### src/rtl/bke_pkg.sv
package bke_pkg;
  localparam logic [7:0] OPC_WREN    = 8'h06;
  localparam logic [7:0] OPC_RDSR    = 8'h05;
  localparam logic [7:0] OPC_ERASE_A = 8'hD8;
  localparam logic [7:0] OPC_ERASE_B = 8'h52;

  localparam int unsigned WREN_BITS  = 8;
  localparam int unsigned ERASE_BITS = 32;

  function automatic logic is_erase_op(input logic [7:0] op);
    return (op == OPC_ERASE_A) || (op == OPC_ERASE_B);
  endfunction

  // protect code: 0 none, 1 top block, 2 top two blocks, 3 all blocks
  function automatic logic blk_locked(input logic [1:0] prot,
                                      input int unsigned blk,
                                      input int unsigned nblk);
    case (prot)
      2'd1:    return blk + 1 >= nblk;
      2'd2:    return blk + 2 >= nblk;
      2'd3:    return 1'b1;
      default: return 1'b0;
    endcase
  endfunction

  function automatic logic [7:0] pack_status(input logic busy,
                                             input logic wen,
                                             input logic [1:0] prot);
    return {4'b0000, prot, wen, busy};
  endfunction
endpackage

### src/rtl/bke_spi_sync.sv
module bke_spi_sync #(
  parameter int SYNC_STAGES = 2
) (
  input  logic clk,
  input  logic rst_n,
  input  logic cs_n_in,
  input  logic sck_in,
  input  logic mosi_in,
  output logic sel,
  output logic sel_start,
  output logic sel_end,
  output logic sck_rise,
  output logic sck_fall,
  output logic din
);
  localparam int NLINES = 3;
  localparam int LN_CS = 0, LN_SCK = 1, LN_DI = 2;

  logic [NLINES-1:0] raw;
  logic [NLINES-1:0] synced;
  logic [NLINES-1:0] prev;

  assign raw[LN_CS]  = cs_n_in;
  assign raw[LN_SCK] = sck_in;
  assign raw[LN_DI]  = mosi_in;

  for (genvar g = 0; g < NLINES; g++) begin : g_line
    logic [SYNC_STAGES-1:0] chain;
    // idle level: select high, clock low, data low
    localparam logic IDLE = (g == LN_CS);
    always_ff @(posedge clk or negedge rst_n) begin
      if (!rst_n) begin
        chain   <= {SYNC_STAGES{IDLE}};
        prev[g] <= IDLE;
      end else begin
        chain   <= {chain[SYNC_STAGES-2:0], raw[g]};
        prev[g] <= chain[SYNC_STAGES-1];
      end
    end
    assign synced[g] = chain[SYNC_STAGES-1];
  end

  assign sel       = !synced[LN_CS];
  assign sel_start = !synced[LN_CS] &&  prev[LN_CS];
  assign sel_end   =  synced[LN_CS] && !prev[LN_CS];
  assign sck_rise  =  synced[LN_SCK] && !prev[LN_SCK];
  assign sck_fall  = !synced[LN_SCK] &&  prev[LN_SCK];
  assign din       =  synced[LN_DI];
endmodule

### src/rtl/bke_frame_rx.sv
module bke_frame_rx
  import bke_pkg::*;
#(
  parameter int BLK_LSB = 16,
  parameter int BLK_W   = 2
) (
  input  logic             clk,
  input  logic             rst_n,
  input  logic             sel,
  input  logic             sel_start,
  input  logic             sck_rise,
  input  logic             sck_fall,
  input  logic             din,
  input  logic [7:0]       status,
  output logic [7:0]       opcode,
  output logic             opcode_ok,
  output logic [5:0]       nbits,
  output logic [BLK_W-1:0] blk_idx,
  output logic             miso
);
  localparam int SH_W = BLK_LSB + BLK_W;
  localparam logic [5:0] NB_MAX = 6'd63;

  logic [SH_W-1:0] sh;
  logic [2:0]      bit_in_byte;
  logic            rd_mode;
  logic [7:0]      tx;
  logic [7:0]      opc_next;

  assign opc_next = {sh[6:0], din};

  always_ff @(posedge clk or negedge rst_n) begin
    if (!rst_n) begin
      sh          <= '0;
      bit_in_byte <= '0;
      nbits       <= '0;
      opcode      <= '0;
      opcode_ok   <= 1'b0;
      rd_mode     <= 1'b0;
      tx          <= '0;
    end else if (sel_start) begin
      bit_in_byte <= '0;
      nbits       <= '0;
      opcode_ok   <= 1'b0;
      rd_mode     <= 1'b0;
    end else if (sel) begin
      if (sck_rise) begin
        sh          <= {sh[SH_W-2:0], din};
        bit_in_byte <= bit_in_byte + 3'd1;
        if (nbits != NB_MAX) nbits <= nbits + 6'd1;
        if (nbits == 6'd7) begin
          opcode    <= opc_next;
          opcode_ok <= 1'b1;
          rd_mode   <= (opc_next == OPC_RDSR);
        end
      end else if (sck_fall && rd_mode) begin
        if (bit_in_byte == 3'd0) tx <= status;
        else                     tx <= {tx[6:0], 1'b0};
      end
    end
  end

  // sh holds address bits [SH_W-1:0] once 32 bits are in
  assign blk_idx = sh[SH_W-1:BLK_LSB];
  assign miso    = sel && rd_mode && tx[7];

  a_r2_rdmode_has_opcode: assert property (@(posedge clk) disable iff (!rst_n)
    rd_mode |-> (opcode_ok && opcode == OPC_RDSR));
endmodule

### src/rtl/bke_erase_timer.sv
module bke_erase_timer #(
  parameter int unsigned CYCLES = 100000
) (
  input  logic clk,
  input  logic rst_n,
  input  logic start,
  output logic busy,
  output logic done
);
  localparam int CNT_W = (CYCLES > 1) ? $clog2(CYCLES) : 1;
  localparam logic [CNT_W-1:0] LAST = CNT_W'(CYCLES - 1);

  logic [CNT_W-1:0] cnt;

  assign done = busy && (cnt == LAST);

  always_ff @(posedge clk or negedge rst_n) begin
    if (!rst_n) begin
      busy <= 1'b0;
      cnt  <= '0;
    end else if (!busy) begin
      if (start) begin
        busy <= 1'b1;
        cnt  <= '0;
      end
    end else if (done) begin
      busy <= 1'b0;
    end else begin
      cnt <= cnt + 1'b1;
    end
  end

  a_r7_count_in_range: assert property (@(posedge clk) disable iff (!rst_n)
    busy |-> (cnt <= LAST));
  a_r7_done_ends_cycle: assert property (@(posedge clk) disable iff (!rst_n)
    done |=> !busy);
endmodule

### src/rtl/bkerase_ctrl.sv
module bkerase_ctrl
  import bke_pkg::*;
#(
  parameter int unsigned ERASE_CYCLES = 100000,
  parameter int          SYNC_STAGES  = 2,
  parameter int          BLK_LSB      = 16,
  parameter int          BLK_W        = 2
) (
  input  logic             clk,
  input  logic             rst_n,
  input  logic             spi_cs_n,
  input  logic             spi_sck,
  input  logic             spi_mosi,
  output logic             spi_miso,
  input  logic [1:0]       blk_prot,
  output logic             erase_req,
  output logic [BLK_W-1:0] erase_blk
);
  localparam int unsigned NBLK = 1 << BLK_W;

  logic             sel, sel_start, sel_end, sck_rise, sck_fall, din;
  logic [7:0]       opcode;
  logic             opcode_ok;
  logic [5:0]       nbits;
  logic [BLK_W-1:0] blk_idx;
  logic [7:0]       status;
  logic             busy, cycle_done;
  logic             wel_q;

  // named decision wires, visible to the assertions
  logic wren_go;
  logic erase_go;
  logic frame_is_erase;
  logic target_locked;

  bke_spi_sync #(.SYNC_STAGES(SYNC_STAGES)) u_sync (
    .clk(clk), .rst_n(rst_n),
    .cs_n_in(spi_cs_n), .sck_in(spi_sck), .mosi_in(spi_mosi),
    .sel(sel), .sel_start(sel_start), .sel_end(sel_end),
    .sck_rise(sck_rise), .sck_fall(sck_fall), .din(din)
  );

  bke_frame_rx #(.BLK_LSB(BLK_LSB), .BLK_W(BLK_W)) u_rx (
    .clk(clk), .rst_n(rst_n),
    .sel(sel), .sel_start(sel_start),
    .sck_rise(sck_rise), .sck_fall(sck_fall), .din(din),
    .status(status),
    .opcode(opcode), .opcode_ok(opcode_ok), .nbits(nbits),
    .blk_idx(blk_idx), .miso(spi_miso)
  );

  bke_erase_timer #(.CYCLES(ERASE_CYCLES)) u_timer (
    .clk(clk), .rst_n(rst_n),
    .start(erase_go), .busy(busy), .done(cycle_done)
  );

  assign status         = pack_status(busy, wel_q, blk_prot);
  assign frame_is_erase = opcode_ok && is_erase_op(opcode)
                          && (nbits == 6'(ERASE_BITS));
  assign target_locked  = blk_locked(blk_prot, int'(blk_idx), NBLK);

  assign wren_go  = sel_end && !busy && opcode_ok && (opcode == OPC_WREN)
                    && (nbits == 6'(WREN_BITS));
  assign erase_go = sel_end && !busy && wel_q && frame_is_erase && !target_locked;

  always_ff @(posedge clk or negedge rst_n) begin
    if (!rst_n)          wel_q <= 1'b0;
    else if (cycle_done) wel_q <= 1'b0;
    else if (wren_go)    wel_q <= 1'b1;
  end

  always_ff @(posedge clk or negedge rst_n) begin
    if (!rst_n)        erase_blk <= '0;
    else if (erase_go) erase_blk <= blk_idx;
  end

  assign erase_req = busy;

  a_r7_cycle_from_accept: assert property (@(posedge clk) disable iff (!rst_n)
    $rose(busy) |-> $past(erase_go));
  a_r4_accept_needs_wel: assert property (@(posedge clk) disable iff (!rst_n)
    erase_go |-> wel_q);
  a_r5_accept_at_32: assert property (@(posedge clk) disable iff (!rst_n)
    erase_go |-> (nbits == 6'd32));
  a_r10_no_accept_busy: assert property (@(posedge clk) disable iff (!rst_n)
    busy |-> !(erase_go || wren_go));
  a_r6_blk_held: assert property (@(posedge clk) disable iff (!rst_n)
    (busy && $past(busy)) |-> $stable(erase_blk));
  a_r8_wel_down_at_end: assert property (@(posedge clk) disable iff (!rst_n)
    $fell(busy) |-> !wel_q);
endmodule

### config.mk
export PLATFORM = sky130hd
export DESIGN_NAME = bkerase_ctrl
export DESIGN_NICKNAME = d
export VERILOG_FILES = /design/src/rtl/bke_pkg.sv /design/src/rtl/bke_spi_sync.sv /design/src/rtl/bke_frame_rx.sv /design/src/rtl/bke_erase_timer.sv /design/src/rtl/bkerase_ctrl.sv
export SDC_FILE = /design/constraint.sdc
export NUM_CORES = 1
export LEC_CHECK = 0
export ABC_CLOCK_PERIOD_IN_PS = 2300
export BUFFER_PORTS_ARGS = -buffer_cell sky130_fd_sc_hd__buf_2
export CAP_MARGIN = 20
export CELL_PAD_IN_SITES_DETAIL_PLACEMENT = 1
export CELL_PAD_IN_SITES_GLOBAL_PLACEMENT = 1
export CORE_UTILIZATION = 50
export CTS_CLUSTER_DIAMETER = 50
export CTS_CLUSTER_SIZE = 10
export DETAILED_ROUTE_END_ITERATION = 7
export GPL_ROUTABILITY_DRIVEN = 0
export GPL_TIMING_DRIVEN = 0
export PLACE_DENSITY_LB_ADDON = 0.1
export SYNTH_ARGS = -nofsm -noshare
export SYNTH_HDL_FRONTEND = slang
export SYNTH_SLANG_ARGS = --single-unit
### constraint.sdc
create_clock -name clk -period 2.3 [get_ports clk]
set_input_delay 0.345 -clock clk [delete_from_list [all_inputs] [get_ports clk]]
set_output_delay 0.345 -clock clk [all_outputs]
set_load 0.02 [all_outputs]
# Word level (Yosys, flattened, before mapping)
# Cells that the tools add are included.
[word_totals]
register_bits = 74
latch_bits = 0
ramBits = 0
romBits = 0
inputBits = 7
output_inout_bits = 4
wordCells = 102
memories = 0
[op_classes]
addsub = 5
mul = 0
div_mod_pow = 0
n_lt_le_gt_ge = 2
eq_ne = 14
shift = 0
n_mux = 25
bitwise = 3
n_reduce_logical = 37
[ops]
columns = ["op", "n"]
rows = [
  ["$mux 17", 3],
  ["$mux 6", 4],
  ["$add 17x1->17 const B", 1],
  ["$eq 17x17->1 const B", 1],
  ["$logic_and 1x1->1", 17],
  ["$eq 8x3->1 const B", 2],
  ["$mux 1", 13],
  ["$reduce_bool 2->1", 5],
  ["$mux 3", 3],
  ["$reduce_and 3->1", 3],
  ["$eq 8x7->1 const B", 1],
  ["$eq 8x8->1 const B", 1],
  ["$mux 8", 1],
  ["$reduce_and 4->1", 2],
  ["$add 6x1->6 const B", 1],
  ["$eq 6x3->1 const B", 1],
  ["$eq 6x4->1 const B", 1],
  ["$eq 6x6->1 const B", 1],
  ["$ge 3x3->1 const B", 2],
  ["$logic_not 1->1", 6],
  ["$ne 6x6->1 const B", 1],
  ["$eq 2x2->1 const B", 2],
  ["$ne 2x2->1 const B", 2],
  ["$reduce_and 2->1", 2],
  ["8 further kinds", 10],
]

# Logic depth before layout (Yosys ltp)
# Gate-level depths: netlist of the first run.
[depth]
word_depth = 8
ltp_mapped = 6
mapped_depth_nobuf = 6

# Modules after synthesis
# From an unflattened synthesis of the first run, not the netlist that was laid out.
[unflattened]
hier_cells = 299
hier_area_um2 = 3538.4
[modules_own_cells]
columns = ["module", "n_inst", "cells_each", "area_each_um2", "seq_area_each_um2"]
rows = [
  ["bke_frame_rx", 1, 151, 2019.4, 1126.1],
  ["bke_erase_timer", 1, 112, 1063.5, 450.4],
  ["bke_spi_sync", 1, 13, 237.7, 203.9],
  ["bkerase_ctrl", 1, 23, 217.7, 75.1],
]

# Worst setup path before layout of the first run
# Ideal clock, no wire load.
[synth_path]
kind = "flip-flop to flip-flop"
from = "register u_sync.g_line[0].chain[1]"
to = "register u_rx.opcode[0]"
setup_time_ns = 0.125
arrival_time_ns = 1.717
required_time_ns = 2.175
setup_slack_ns = 0.458
path_stages_with_launch = 7
path_buffers = 2
path_cell_list = "dfstp_2 > buf_6 > nor3b_4 > nand2b_2 > buf_6 > nor4_4 > mux2_2"
[synth_between]
elab_chain_cells = 4
[synth_lines]
columns = ["element", "line", "rtl"]
rows = [
  ["start, declared", "bke_spi_sync.sv:28", "logic [SYNC_STAGES-1:0] chain;"],
  ["start signal, assigned", "bke_spi_sync.sv:33", "chain <= {SYNC_STAGES{IDLE}};"],
  ["start signal, assigned", "bke_spi_sync.sv:36", "chain <= {chain[SYNC_STAGES-2:0], raw[g]};"],
  ["$logic_not 1->1", "bke_spi_sync.sv:44", "assign sel_start = !synced[LN_CS] && prev[LN_CS];"],
  ["$logic_and 1x1->1", "bke_spi_sync.sv:44", ""],
  ["$not 1->1 (no line)", "-", ""],
  ["$reduce_and 4->1 (no line) *", "-", ""],
  ["end signal, assigned", "bke_frame_rx.sv:52", "opcode <= opc_next;"],
  ["end, declared", "bke_frame_rx.sv:15", "output logic [7:0] opcode,"],
]
# Mark *: on every way between the ends. The rest lies on a longest branch, timed or not.
# A chain may end at the register's enable or synchronous reset.

# Worst setup path after layout of the first run
[layout_path]
from = "register u_sync.g_line[0].chain[1]"
to = "register erase_blk[0]"
[layout_between]
elab_chain_cells = 5
[layout_lines]
columns = ["element", "line", "rtl"]
rows = [
  ["$logic_and 1x1->1", "bke_spi_sync.sv:45", "assign sel_end = synced[LN_CS] && !prev[LN_CS];"],
  ["$logic_and 1x1->1 (4 in series)", "bkerase_ctrl.sv:64", "assign erase_go = sel_end && !busy && wel_q && frame_is_erase && !target_locked;"],
  ["end signal, assigned", "bkerase_ctrl.sv:74", "else if (erase_go) erase_blk <= blk_idx;"],
  ["end, declared", "bkerase_ctrl.sv:17", "output logic [BLK_W-1:0] erase_blk"],
]
# Every way passes these cells.

==> metrics.txt, run 1 <==
#FFs+latches synth 74; crit end category flop; Final Slew Violations 0; CTS tree done; CP arrival 2.33 ns; TritonCTS Buffers 9; Die W 84.3 um; Setup crit start u_sync.g_line[0].chain[1]; Post-Syn Nets 311; Min-Delay Path Class in -> reg; I/O Pins 11; DR vias 2354; DR WL/cell 18.1 um; Initial Util 52.4%; worst r2r src u_sync.g_line[0].chain[1]; Design Power 0.00267 W; CTS root buffer clkbuf_8; Rel. slew slack 62.0%; Synth area leader dfrtp_1; 1st-pass router iterations 6; die height 84.3 um; multi-input logic area 0.00141 mm^2; vias in the first global route 2594; Post-synth EDFFs 0; overall routing resource usage 23.1%; Area contributors post-synth dfrtp_1 (53%), mux2_2 (9.3%), dfstp_2 (2.3%), inv_1 (2.2%), o21ai_0 (2.2%); DRT Wirelength 7.31 mm; Port-buffer cells 10; Post-Syn Area 0.00338 mm^2; Worst-Margin Slew 0.564 ns; worst r2r dst erase_blk[0]; CTS Buffer Depth 2; DP Wirelength 5.10 mm; number of H-tree levels 3; Clock Skews 0.00861 ns; Core Area 0.00646 mm^2; status finished, violations left; most common cell in the netlist dfrtp_1; CP Data Required Time 2.54 ns; Synth Flop Type dfrtp_1; FF/Latch Area 0.00186 mm^2; Cell Pwr Density 703 mW/mm^2; # nets final 335; global-route wire length before repair 12.7 mm; setup ws final 0.206 ns; number of routed nets with antenna violations 0; minimum clock period 2.09 ns; insertion delay to the later sink of the worst-skew pair 0.35 ns; Syn Area/Cell 11.3 um^2; sum of negative setup slack 0 ns; startpoint types flop; routed vias/inst 5.81; clk slew on worst S/H paths 0.08 ns; row count 29; synth cell count leaders dfrtp_1 (71), mux2_2 (28), inv_1 (20); fraction of layout cells with a size suffix above 1 22.3%; WS Path Type reg -> reg; cell leakage power 1.68 nW; Worst VDD drop 0.424 mV; pre-CTS setup slack 0.0746 ns; Total Die Area 0.00710 mm^2; Layout fillers 679; maximum clock rate 478 MHz; Tcrit/Tclk final 91.0%; P&R area growth vs syn 12.4%; Final Hold Vio Count 0; ys async rst share 100%; Overflow after GRT 0; largest net degree at the start of global routing 51; R2R setup slack 0.21 ns; Setup-failing EPs final 0; critical path endpoint erase_blk[0]; Remaining DRCs 2; Slowest-stage cell, CP dfstp_2; R2R cell count 6; RSZ-0062 raised after global routing no; diode count 0; critical path peak fanout 9; post-route insts no fill 405; maxcap violations 0; initial antenna violation count 0; Seq/Total Area, Yosys 54.8%; Cells after Synth 299; YS warnings 0; DR iter-0 viols 60; CP max stage delay 0.54 ns; failing checks DRC; top-area cell type share of the netlist area 52.5%; post-synth cell types 48; clock sink total 74; CP Cell Sequence buf_6 -> nor4bb_1 -> o211ai_1 -> buf_4 -> or2_1 -> mux2_2; worst hold slack 0.0896 ns; dpl cells 387
-- registers in the layout, summed over array words and instances (netlist names) --
signal,count
u_sync.g_line.chain,6
u_rx.tx,8
u_rx.opcode,8
u_rx.sh,18
wel_q,1
erase_blk,2
u_timer.cnt,17
u_sync.prev,2
u_rx.bit_in_byte,3
u_rx.nbits,6
u_timer.busy,1
u_rx.opcode_ok,1
u_rx.rd_mode,1
-- through the flow --
stage / instance area (um^2) / utilization, %
after floorplan: 3380 / -
after global placement: 3530 / 54.6
after detailed placement: 3560 / 55.1
after CTS: 3790 / 58.6
after global routing: 3800 / 58.9
final: 3800 / 58.9
-- worst max-delay path, delay by kind of cell, from the launching register on --
kind / cells / cell delay, ns
muxes: 1 / 0.28
AOI/OAI and AO/OA: 1 / 0.16
DFF: 1 / 0.54
buffers and inverters: 2 / 0.33
and+or+nand+nor: 2 / 0.68
-- where the power goes --
group          switching (W)  internal [W]
Combinational      0.0000911     0.0000752
Sequential         0.0000465       0.00135
Clock               0.000500      0.000608
Total               0.000638       0.00204
-- placed cells by master, fill, tap and decap left out, types with 3 or more instances in the layout --
master	Yosys	final
xnor2_1	8	8
clkbuf_1	4	4
nand3_1	14	14
xor2_1	3	3
clkbuf_8	0	9
nor4b_1	4	4
mux2i_1	3	3
o31ai_1	4	4
dfstp_2	3	3
a21oi_1	7	7
o22ai_1	9	9
nor2_1	17	17
buf_2	2	11
inv_1	20	20
nor3_1	6	6
o21ai_0	15	15
dfrtp_1	71	71
mux2_2	28	28
o211ai_1	5	5
ha_1	5	5
buf_4	1	3
or4_1	5	5
nand2_1	18	18
nand4_1	10	10
-- per-layer routing --
| metal | part of all wire (%) | vias up | track usage (%) |
|---|---|---|---|
| met5 | 0 | - | 0 |
| met4 | 1.9 | 0 | 11.3 |
| met3 | 3.1 | 13 | 5.70 |
| li1 | - | 1124 | - |
| met2 | 48 | 35 | 36.8 |
| met1 | 47 | 1182 | 29.7 |
-- kinds of logic after synthesis --
logic type,share of synthesized area [%]
AO/OA/AOI/OAI,8.69
XOR/XNOR,2.85
adder cells (fa/ha/maj),1.85
buffers and inverters,3.85
flip-flops,54.8
multiplexers,10.2
AND/OR/NAND/NOR,17.7
-- worst min-delay path by stage --
stage	start	to	slack, ns	cells after the start
finish	spi_cs_n	u_sync.g_line[0].chain[0]	0.09	1
global route	spi_cs_n	u_sync.g_line[0].chain[0]	0.08	1
CTS	spi_cs_n	u_sync.g_line[0].chain[0]	0.08	1
detailed placement	rst_n	u_rx.tx[6]	0.28	1
global placement	u_sync.g_line[1].chain[0]	u_sync.g_line[1].chain[1]	0.33	0
floorplan	rst_n	erase_blk[0]	0.05	0
-- timing repair --
item | CTS | global route
endpoints found under the setup margin | 0 | 11
hold buffers | 1 | 0
gates resized for setup | 0 | 1
buffers inserted | 0 | 1
hold endpoints to repair | 21 | 0
-- area by class of cell --
type,count,area share [%]
Clock inverter,7,2.47
Buffer,9,1.45
Clock buffer,9,3.26
Multi-Input combinational cell,196,37.0
Sequential cell,74,48.8
Inverter,20,1.97
Timing Repair Buffer,13,2.57
Tap cell,77,2.53
Power figures use the tool's default switching activity.
==> run 2: changes to the inputs <==
Settings changed: RECOVER_POWER set to 50.
==> metrics.txt, run 2 (synthesis results as in run 1) <==
status finished, violations left; failing checks DRC; maximum clock rate 478 MHz; global-route wire length before repair 12.7 mm; Setup-failing EPs final 0; Hold Path End u_sync.g_line[0].chain[0]; switching share of power 23.9%; max FFs per register 18; Total Die Area 0.00710 mm^2; Die W 84.3 um; worst r2r src u_sync.g_line[0].chain[1]; Final Slew Violations 0; crit end category flop; startpoint types flop; CP Cell Sequence buf_6 -> nor4bb_1 -> o211ai_1 -> buf_4 -> or2_1 -> mux2_2; TritonCTS Buffers 9; CP bufs+invs 2; maxcap violations 0; R2R setup slack 0.21 ns; diode count 0; DP Wirelength 5.10 mm; P&R area growth vs syn 11.8%; minimum clock period 2.09 ns; routed vias/inst 5.81; critical path peak fanout 9; Setup crit start u_sync.g_line[0].chain[1]; number of routed nets with antenna violations 0; most common cell after layout, fill and taps aside dfrtp_1; CTS Buffer Depth 2; initial antenna violation count 0; Worst-Margin Slew 1.32 ns; CP arrival 2.33 ns; Gate power share 6.1%; Clock Skews 0.00861 ns; vias in the first global route 2594; multi-input logic area 0.00141 mm^2; Rel. slew slack 11.7%; row count 29; Tcrit/Tclk final 91.0%; commonest non-fill, non-tap cells in the layout dfrtp_1 (71), mux2_2 (28), inv_1 (20); CTS tree done; Min-Delay Path Class in -> reg; DRT Wirelength 7.31 mm; insertion delay to the later sink of the worst-skew pair 0.35 ns; 1st-pass router iterations 6; fraction of layout cells with a size suffix above 1 22.0%; Initial Util 52.4%; Remaining DRCs 2; dpl cells 387; clk slew on worst S/H paths 0.08 ns; WS Path Type reg -> reg; I/O Pins 11; Hold Startpoint spi_cs_n; cell leakage power 1.67 nW; Final Hold Vio Count 0; DR vias 2354; Layout fillers 684; Largest Register u_rx.sh; Cell Pwr Density 705 mW/mm^2; Clk pwr share 41.5%; die height 84.3 um; Overflow after GRT 0; Core Area 0.00646 mm^2; Port-buffer cells 10; hold path depth 1; CP Data Required Time 2.54 ns; post-route insts no fill 405; largest net degree at the start of global routing 51; DR WL/cell 18.1 um; R2R cell count 6; FF/Latch Area 0.00186 mm^2; overall routing resource usage 23.1%; number of H-tree levels 3; DR iter-0 viols 60; Slowest-stage cell, CP dfstp_2; top cell family by delay on the critical path simple AND/OR/NAND/NOR gates; CTS root buffer clkbuf_8; RSZ-0062 raised after global routing no; Internal Power 0.00203 W; # nets final 335; Worst VDD drop 0.424 mV; clock sink total 74; sum of negative setup slack 0 ns; CP max stage delay 0.54 ns; worst r2r dst erase_blk[0]; Reg power frac 52.4%; Regs by FF count u_rx.sh (18), u_timer.cnt (17); Net Sw Power 0.000637 W
run 2: layer usage:
layer	vias to the layer above	GRT usage [%]	share of wire (%)
met2	35	36.8	48
met4	0	11.3	1.9
met1	1182	29.7	47
met5	-	0	0
li1	1124	-	-
met3	13	5.70	3.1
run 2: worst max-delay path by stage:
stage	end	slack (ns)	cells past startpoint
global placement	u_timer.cnt[6]	0.11	5
floorplan	u_rx.opcode[0]	0.46	6
CTS	u_timer.cnt[0]	0.05	5
global route	u_rx.sh[4]	0.02	3
finish	erase_blk[0]	0.21	6
detailed placement	u_timer.cnt[0]	0.07	5
run 2: per-stage QoR:
stage                     area (um^2)  setup slack [ns]  util, %  power [W]  hold WS, ns
after floorplan                  3380             0.458        -    0.00151       0.0494
after global placement           3530             0.108     54.6    0.00158        0.334
after detailed placement         3560            0.0746     55.1    0.00159        0.276
after CTS                        3790            0.0457     58.6    0.00270       0.0802
after global routing             3780            0.0233     58.6    0.00277       0.0782
final                            3780             0.206     58.6    0.00267       0.0896
run 2: timing repair:
item	in CTS	in global routing
setup buffers	0	1
hold buffers	1	0
endpoints found under the setup margin	0	11
hold endpoints to repair	21	0
gates resized for setup	0	1
run 2: worst reg2reg max path, cell delays in order, from the launching register on:
cell and delay, ns:
dfstp_2 0.54, buf_6 0.13, nor4bb_1 0.43, o211ai_1 0.16
buf_4 0.20, or2_1 0.25, mux2_2 0.28
run 2: power groups by stage:
stage	clock network (W)	registers, W	logic (W)
6_report	0.00111	0.00140	0.000162
5_1_grt	0.00118	0.00141	0.000185
4_1_cts	0.00113	0.00140	0.000171
3_5_place_dp	0	0.00142	0.000169
3_3_place_gp	0	0.00142	0.000157
2_1_floorplan	0	0.00141	0.000107
run 2: cell type report:
| cell class | count | share of cell area, % |
|---|---|---|
| Clock buffer | 9 | 3.27 |
| Timing Repair Buffer | 13 | 2.05 |
| Multi-Input combinational cell | 196 | 37.1 |
| Clock inverter | 7 | 2.48 |
| Sequential cell | 74 | 49.1 |
| Tap cell | 77 | 2.55 |
| Buffer | 9 | 1.46 |
| Inverter | 20 | 1.98 |
==> run 3: changes to the inputs <==
Settings changed: MAX_ROUTING_LAYER set to met4.
==> metrics.txt, run 3 (synthesis results as in run 1) <==
status finished, violations left; failing checks DRC; DR iter-0 viols 62; clock sink total 74; Slowest-stage cell, CP nor4_4; clk slew on worst S/H paths 0.08 ns; TritonCTS Buffers 9; critical path peak fanout 9; Final Slew Violations 0; Setup-failing EPs final 0; routed vias/inst 5.82; CTS Buffer Depth 2; Net Sw Power 0.000636 W; Placed Area 0.00356 mm^2; CP max stage delay 0.44 ns; minimum clock period 2.11 ns; 1st-pass router iterations 6; Tcrit/Tclk final 91.9%; Port-buffer cells 10; Final Hold Vio Count 0; CP Cell Sequence buf_6 -> nor3b_4 -> nand2b_2 -> buf_6 -> nor4_4 -> mux2_2; diode count 0; most common cell after layout, fill and taps aside dfrtp_1; global-route wire length before repair 12.7 mm; cell leakage power 1.67 nW; number of routed nets with antenna violations 0; crit end category flop; Gate power share 6.1%; switching share of power 23.8%; Final Cell Area 0.00378 mm^2; vias in the first global route 2589; largest net degree at the start of global routing 51; Min-Delay Path Class in -> reg; DR WL/cell 18.1 um; Crit path top cell by count buf_6; Reg power frac 52.4%; overall routing resource usage 23.8%; commonest non-fill, non-tap cells in the layout dfrtp_1 (71), mux2_2 (28), inv_1 (20); post-route core utilization 58.6%; dpl cells 387; startpoint types flop; worst hold slack 0.0919 ns; sum of negative setup slack 0 ns; P&R area growth vs syn 11.8%; fraction of layout cells with a size suffix above 1 22.0%; Largest Register u_rx.sh; Initial Util 52.4%; insertion delay to the later sink of the worst-skew pair 0.35 ns; Worst VDD drop 0.424 mV; post-route insts no fill 405; # nets final 335; max FFs per register 18; die height 84.3 um; DR vias 2356; row count 29; Rel. slew slack 11.2%; WS Path Type reg -> reg; Overflow after GRT 0; DRT Wirelength 7.32 mm; Layout fillers 684; maximum clock rate 473 MHz; Core Area 0.00646 mm^2; Remaining DRCs 3; Die W 84.3 um; Clock Skews 0.00896 ns; number of H-tree levels 3; Regs by FF count u_rx.sh (18), u_timer.cnt (17); Total Die Area 0.00710 mm^2; Internal Power 0.00203 W; I/O Pins 11; Clk pwr share 41.5%; Worst-Margin Slew 1.33 ns; initial antenna violation count 0; CP arrival 2.34 ns; RSZ-0062 raised after global routing no; DP Wirelength 5.10 mm; Cell Pwr Density 705 mW/mm^2; CP Data Required Time 2.53 ns; CTS root buffer clkbuf_8; CTS tree done; maxcap violations 0
## run 3: cell counts in the layout (fill, tap and decap cells not counted)
Identical to the previous run, type by type.
## run 3: layout make-up
type                       instances  area [um^2]  area share, %
clock inverter                     7         93.8           2.48
sequential                        74         1860           49.1
multi-input combinational        196         1410           37.1
tap                               77         96.3           2.55
timing repair buffer              13         77.6           2.05
buffer                             9         55.1           1.46
clock buffer                       9          124           3.27
inverter                          20         75.1           1.98
## run 3: metrics by stage
| stage | setup slack (ns) | total power, W |
|---|---|---|
| after floorplan | 0.458 | 0.00151 |
| after global placement | 0.108 | 0.00158 |
| after detailed placement | 0.0746 | 0.00159 |
| after CTS | 0.0457 | 0.00270 |
| after global routing | 0.0238 | 0.00277 |
| final | 0.187 | 0.00267 |
## run 3: what timing repair did
| action | 4_1_cts | 5_1_grt |
|---|---|---|
| gates resized for setup | 0 | 1 |
| hold buffers | 1 | 0 |
| setup buffers | 0 | 1 |
| setup endpoints to repair | 0 | 11 |
| endpoints found under the hold margin | 21 | 0 |
## run 3: final timing paths
path / to / slack (ns) / start / cells after the start
setup / recovery: u_rx.opcode[0] / 0.19 / u_sync.g_line[0].chain[1] / 6
hold / removal: u_sync.g_line[0].chain[0] / 0.09 / spi_cs_n / 1
setup reg to reg: u_rx.opcode[0] / 0.19 / u_sync.g_line[0].chain[1] / 6
hold reg to reg: u_sync.g_line[1].chain[1] / 0.35 / u_sync.g_line[1].chain[0] / 0
max in group asynchronous: u_rx.sh[14] / 0.41 / rst_n / 3
min in group asynchronous: u_rx.tx[6] / 0.82 / rst_n / 2
## run 3: critical path, delay by kind of cell (launching register included)
kind,cells,cell delay (ns)
buf+inv,2,0.28
flops,1,0.38
mux,1,0.40
simple gates,3,0.93
## run 3: power by group through the flow
stage / Clock [W] / Combinational, W / Sequential, W
2_1_floorplan: 0 / 0.000107 / 0.00141
3_3_place_gp: 0 / 0.000157 / 0.00142
3_5_place_dp: 0 / 0.000169 / 0.00142
4_1_cts: 0.00113 / 0.000171 / 0.00140
5_1_grt: 0.00118 / 0.000185 / 0.00141
6_report: 0.00111 / 0.000162 / 0.00140
## run 3: per-layer routing
layer | track usage, % | share of wire [%]
met5 | - | 0
met4 | 11.8 | 2.3
met3 | 5.41 | 2.7
met2 | 37.0 | 48
met1 | 29.6 | 47
